[config.mk]
export PLATFORM = sky130hd
export DESIGN_NAME = pit_regif
export DESIGN_NICKNAME = d
export VERILOG_FILES = /design/src/rtl/pit_regif.sv
export SDC_FILE = /design/constraint.sdc
export NUM_CORES = 1
export LEC_CHECK = 0
export BUFFER_PORTS_ARGS = -buffer_cell sky130_fd_sc_hd__buf_2
export CORE_MARGIN = 2
export CORE_UTILIZATION = 55
export DETAILED_ROUTE_END_ITERATION = 10
export HOLD_SLACK_MARGIN = 0.12
export PLACE_DENSITY = 0.78
export SLEW_MARGIN = 5
export SYNTH_ARGS = -nofsm -noshare
export SYNTH_HDL_FRONTEND = slang
export SYNTH_SLANG_ARGS = --single-unit
[constraint.sdc]
create_clock -name clk -period 6.1 [get_ports clk]
set_input_delay 0.305 -clock clk [delete_from_list [all_inputs] [get_ports clk]]
set_output_delay 0.305 -clock clk [all_outputs]
set_load 0.02 [all_outputs]
[src/rtl/pit_regif.sv]
module pit_regif (
  input  logic        clk,
  input  logic        rst_n,
  input  logic [1:0]  addr,
  input  logic        wr_en,
  input  logic        rd_en,
  input  logic [7:0]  wdata,
  output logic [7:0]  rdata,
  output logic [2:0]  load_stb,
  output logic [47:0] load_val,
  output logic [8:0]  cnt_mode,
  output logic [2:0]  cnt_bcd,
  input  logic [47:0] live_cnt,
  input  logic [2:0]  out_lvl,
  input  logic [2:0]  load_ack
);
  logic [2:0][1:0]  acc;
  logic [2:0][2:0]  mode;
  logic [2:0]       bcd, wptr, rptr, st_pend, nullc;
  logic [2:0][7:0]  wlat, st_byte;
  logic [2:0][15:0] lcnt, lv, live, dval;
  logic [2:0][1:0]  lst;
  logic [2:0]       lreq, sreq, mset, dload;
  logic [1:0]       ci;

  wire ctrl = wr_en && addr == 2'd3;
  wire rb   = wdata[7:6] == 2'd3;

  assign live     = live_cnt;
  assign load_val = lv;
  assign cnt_mode = mode;
  assign cnt_bcd  = bcd;
  assign ci       = (addr == 2'd3) ? 2'd0 : addr;

  always_comb begin
    for (int i = 0; i < 3; i++) begin
      lreq[i] = ctrl && ((!rb && wdata[7:6] == 2'(i) && wdata[5:4] == 2'd0) ||
                         (rb && wdata[i+1] && !wdata[5]));
      sreq[i] = ctrl && rb && wdata[i+1] && !wdata[4];
      mset[i] = ctrl && !rb && wdata[7:6] == 2'(i) && wdata[5:4] != 2'd0;
      dload[i] = 1'b0;
      dval[i]  = 16'h0;
      if (wr_en && addr == 2'(i)) begin
        case (acc[i])
          2'd1: begin dload[i] = 1'b1;    dval[i] = {8'h00, wdata}; end
          2'd2: begin dload[i] = 1'b1;    dval[i] = {wdata, 8'h00}; end
          2'd3: begin dload[i] = wptr[i]; dval[i] = {wdata, wlat[i]}; end
          default: ;
        endcase
      end
    end
  end

  always_comb begin
    rdata = 8'h00;
    if (addr != 2'd3) begin
      if (st_pend[ci])
        rdata = st_byte[ci];
      else if (lst[ci] != 2'd0)
        rdata = (lst[ci] == 2'd2) ? lcnt[ci][15:8] : lcnt[ci][7:0];
      else if (acc[ci] == 2'd2 || (acc[ci] == 2'd3 && rptr[ci]))
        rdata = live[ci][15:8];
      else
        rdata = live[ci][7:0];
    end
  end

  always_ff @(posedge clk) begin
    if (!rst_n) begin
      for (int i = 0; i < 3; i++) begin
        acc[i] <= 2'd3; mode[i] <= 3'd0; lst[i] <= 2'd0;
        lcnt[i] <= 16'h0; lv[i] <= 16'h0; wlat[i] <= 8'h0; st_byte[i] <= 8'h0;
      end
      bcd <= '0; wptr <= '0; rptr <= '0; st_pend <= '0; nullc <= '0; load_stb <= '0;
    end else begin
      for (int i = 0; i < 3; i++) begin
        load_stb[i] <= dload[i];
        if (dload[i]) lv[i] <= dval[i];
        if (dload[i]) nullc[i] <= 1'b1;
        else if (load_ack[i]) nullc[i] <= 1'b0;

        if (wr_en && addr == 2'(i) && acc[i] == 2'd3) begin
          if (!wptr[i]) wlat[i] <= wdata;
          wptr[i] <= ~wptr[i];
        end

        if (rd_en && addr == 2'(i)) begin
          if (st_pend[i])
            st_pend[i] <= 1'b0;
          else if (lst[i] != 2'd0)
            lst[i] <= (lst[i] == 2'd3) ? 2'd2 : 2'd0;
          else if (acc[i] == 2'd3)
            rptr[i] <= ~rptr[i];
        end

        if (lreq[i] && lst[i] == 2'd0) begin
          lcnt[i] <= live[i];
          lst[i]  <= acc[i];
        end
        if (sreq[i] && !st_pend[i]) begin
          st_byte[i] <= {out_lvl[i], nullc[i], acc[i], mode[i], bcd[i]};
          st_pend[i] <= 1'b1;
        end
        if (mset[i]) begin
          acc[i]  <= wdata[5:4];
          mode[i] <= wdata[3:1];
          bcd[i]  <= wdata[0];
          wptr[i] <= 1'b0;
          rptr[i] <= 1'b0;
        end
      end
    end
  end
endmodule


==> impl_metrics.ini <==
[cells_and_area]
area_delta_synth_final_pct = 15.7
post_layout_nonfiller_instances = 1192
most-common-layout-cells = 183 x sky130_fd_sc_hd__dfxtp_1, 137 x sky130_fd_sc_hd__buf_2, 112 x sky130_fd_sc_hd__nor2b_1
fillcell_total = 1246
layout.core_utilization_pct = 64.8
final_nets = 1068
post_route_cells_drive_above_1_share_pct = 19.7
leading_cell_type_in_the_layout_fill_and_taps_excluded = sky130_fd_sc_hd__dfxtp_1

[setup_path]
critical_path.slowest_cell = sky130_fd_sc_hd__nand2b_1
largest_stage_delay_on_the_critical_path_ns = 0.95
worstReg2RegEnd = load_val[44]
timing.critical_path.from_type = input pin
timing.critical_path.to_type = output port
critical_path.n_buffers_inverters = 2
critPathArrivalTime_ns = 2.55
rr_startpoint = acc[5]
timing_worst_setup_path_type = in2out
crit_fanout = 32
worst-r2r-setup-slack_ns = 3.41
cell_depth_of_the_worst_flop_to_flop_path = 5
critical_path.cell_chain = buf_2 > nand2b_1 > o22ai_1 > o211ai_1 > a31oi_1 > a31oi_1 > buf_2
cp_data_required_time_ns = 5.79
timing.critical_path.max_delay_family = simple AND/OR/NAND/NOR gates

[pwr]
power_switching_share_pct = 23.6
power.leakage_nw = 3.88
totalPowerFinal_mw = 2.76
p_switching_uw = 653
p_int_mw = 2.11
seq_power_share_pct = 44.3
power_frac_clock_pct = 46.2
combinational_cell_fraction_of_total_power_pct = 9.5
cellPowerDensity_nw_per_um2 = 282
vdd_ir_drop_max_uv = 203

[sta]
achievable-frequency_mhz = 350
tns_ns = 0
worst_clock_skew_ns = 0.00610
hold_viol = 0
rsz0062_at_grt = false
fin_ws_ns = 3.24
finalSetupViolations = 0
worst_slew_margin_rel_pct = 20.5
finalWorstPathRequiredPeriod_ns = 2.86
min_period_over_period_pct = 46.8
tightestPinTransition_ns = 1.19
drv_slew = 0

[die]
num_io_pins = 139
floorplan.initialDensity_pct = 56.1
chipHeight_um = 128
core.rowCount = 45
die-area_um2 = 16400
chipWidth_um = 128
placeableCoreArea_um2 = 15100

[synth]
synth-simple-area-share_pct = 22.5
yosys.area.top_type = sky130_fd_sc_hd__dfxtp_1
post_synth_fa_ha_maj_area_fraction_pct = 1.48
synth_cell_types = 56
netlist.area_leader.share_pct = 43.3
postSynthAreaPerCell_um2 = 9.37
synth_net_count = 981
synth_top_family_by_area = simple AND/OR/NAND/NOR gates
ys_seq_elements = 183
synth_compound_area_share_pct = 14.6
synth.yosys.seq_area_share_pct = 43.3
count_of_flip_flops_with_a_built_in_enable_after_synthesis = 0
synthXorXnorAreaFrac_pct = 0.813
async_s_r_ff_share_synth_pct = 0
synthCells = 903
postSynth.topFlopCell = sky130_fd_sc_hd__dfxtp_1
yosysWarnings = 0
cell_types_occupying_the_most_area_after_synthesis = sky130_fd_sc_hd__dfxtp_1 43%, sky130_fd_sc_hd__mux2i_1 13%, sky130_fd_sc_hd__nor2b_1 8.3%
multiplexer_area_fraction_after_synthesis_pct = 13.0
syn-cell-area_um2 = 8460

[min_path]
timing.hold.worst_path_depth = 3
hold-path-endpoint = st_byte[7]
hold_path.class = in2reg
min-delay-start = out_lvl[0]

[global_routing]
grtUsageTotal_pct = 26.6
initial_antenna_violation_count = 1
grt_pass1_wl_um = 34100
grt.overflow.total = 0
first_global_vias = 6360
grt_start_max_net_pins = 97

[job]
drv_cap = 0

[routing]
final_routed_wirelength_um = 21600
detail_route.first_pass.iterations = 5
avgRoutedWirePerCell_um = 18.1
drt-initial-drc-count = 547
routed_via_density = 5.80
drtAntennaViolNets = 0
route.vias.total = 6916
number_of_design_rule_violations_left_after_detail_routing = 0

[clock_network]
cts.repair_timing.setup_buffer_count = 0
clk_latency_ns = 0.43
cts_made_buffers = 17
worst_setup_hold_path_clk_slew_ns = 0.06
root_buffer = sky130_fd_sc_hd__clkbuf_16
cts_htree_levels = 4
bufs_on_longest_clock_path = 2
numClockSinks = 183
hold_fix_buffers_cts = 0
cts.repair.resized = 0
clock_tree_from_tritoncts = done

[placed_design]
input_output_buffers = 138
place_congestion = 0.858
hpwl_um = 14300
placed_cells_incl_taps = 1159
pre_cts_ws_ns = 3.31

[status]
outcome = completed
[how the worst max path moves through the flow]
stage          startpoint  endpoint  slack, ns  depth (start not counted)
3_5_place_dp      addr[0]  rdata[7]       3.31                          7
4_1_cts            acc[0]  rdata[1]       3.26                          6
3_3_place_gp      addr[0]  rdata[6]       3.35                          6
6_report          addr[0]  rdata[1]       3.24                          7
5_1_grt           addr[0]  rdata[7]       3.03                          7
2_1_floorplan     addr[1]  rdata[5]       3.93                          6
[Yosys cell counts, types with 2 or more instances]
master and n:
sky130_fd_sc_hd__inv_1 7, sky130_fd_sc_hd__clkbuf_1 44, sky130_fd_sc_hd__and2_1 5, sky130_fd_sc_hd__buf_4 7, sky130_fd_sc_hd__nor3b_2 3, sky130_fd_sc_hd__o211ai_1 22
sky130_fd_sc_hd__o221a_2 2, sky130_fd_sc_hd__nor3_2 3, sky130_fd_sc_hd__buf_2 17, sky130_fd_sc_hd__ha_1 10, sky130_fd_sc_hd__nor2_2 3, sky130_fd_sc_hd__buf_1 6
sky130_fd_sc_hd__a22oi_1 10, sky130_fd_sc_hd__or2_2 2, sky130_fd_sc_hd__nor3b_1 26, sky130_fd_sc_hd__o22ai_1 25, sky130_fd_sc_hd__a21oi_1 15, sky130_fd_sc_hd__dfxtp_1 183
sky130_fd_sc_hd__a21boi_0 20, sky130_fd_sc_hd__nor2_1 66, sky130_fd_sc_hd__or3_1 12, sky130_fd_sc_hd__nor2b_1 112, sky130_fd_sc_hd__nand3_1 30, sky130_fd_sc_hd__xor2_1 4
sky130_fd_sc_hd__nand2_1 54, sky130_fd_sc_hd__xnor2_1 2, sky130_fd_sc_hd__o21ai_0 16, sky130_fd_sc_hd__nand4_1 2, sky130_fd_sc_hd__nand2b_1 6, sky130_fd_sc_hd__a21boi_1 10
sky130_fd_sc_hd__or3b_1 2, sky130_fd_sc_hd__mux2i_1 109, sky130_fd_sc_hd__a221oi_1 23, sky130_fd_sc_hd__o22a_1 8, sky130_fd_sc_hd__a31oi_1 16
[metrics by stage]
| step | hold WS (ns) | area, um^2 |
|---|---|---|
| floorplan | 0.448 | 8460 |
| global placement | 0.437 | 9090 |
| detailed placement | 0.442 | 9090 |
| CTS | 0.126 | 9780 |
| global route | 0.152 | 9780 |
| finish | 0.135 | 9780 |
[sequential cells by signal, summed over array words and instances, names as in the netlist, 6 cells and up]
register and cells:
acc 6, cnt_mode 9, lcnt 48, load_val 48, lst 6, st_byte 24, wlat 24
[power by group through the flow]
stage | Sequential (mW) | Clock [mW] | Combinational (mW)
finish | 1.22 | 1.28 | 0.263
global route | 1.22 | 1.34 | 0.285
CTS | 1.22 | 1.29 | 0.260
detailed placement | 1.25 | 0 | 0.258
global placement | 1.25 | 0 | 0.256
floorplan | 1.25 | 0 | 0.171
[layer usage]
layer / track usage (%) / wire length, um
met4: 8.86 / 542
met3: 6.84 / 1510
met1: 35.7 / 9630
met5: 0 / 0
met2: 42.0 / 9930
[worst register-to-register path, stage by stage, from the launching register on]
cell and delay [ns]:
sky130_fd_sc_hd__dfxtp_1 0.69, sky130_fd_sc_hd__ha_1 0.55, sky130_fd_sc_hd__a21oi_1 0.17, sky130_fd_sc_hd__nor3_2 0.83
sky130_fd_sc_hd__nand3_1 0.15, sky130_fd_sc_hd__a21boi_0 0.23
[area by class of cell]
cell class              count  area [um^2]  area share, %
flip-flops and latches    183         3660           37.4
repair buffers            143          731           7.47
diodes                      1         2.50         0.0256
multi-input cells         638         4430           45.3
clock buffers              19          453           4.63
inverters                   7         26.3          0.269
clock inverters            13          240           2.46
well taps                 188          235           2.40
[kinds of logic (layout without fill, tap and decap cells)]
logic type	count (synthesis)	in the layout
other cells	0	1
xor+xnor	7	7
buf+inv	82	182
simple gates	338	338
compound gates	173	173
mux	110	110
flops	183	183
fa+ha+maj	10	10
No activity file was read; power rests on OpenSTA's default activity.
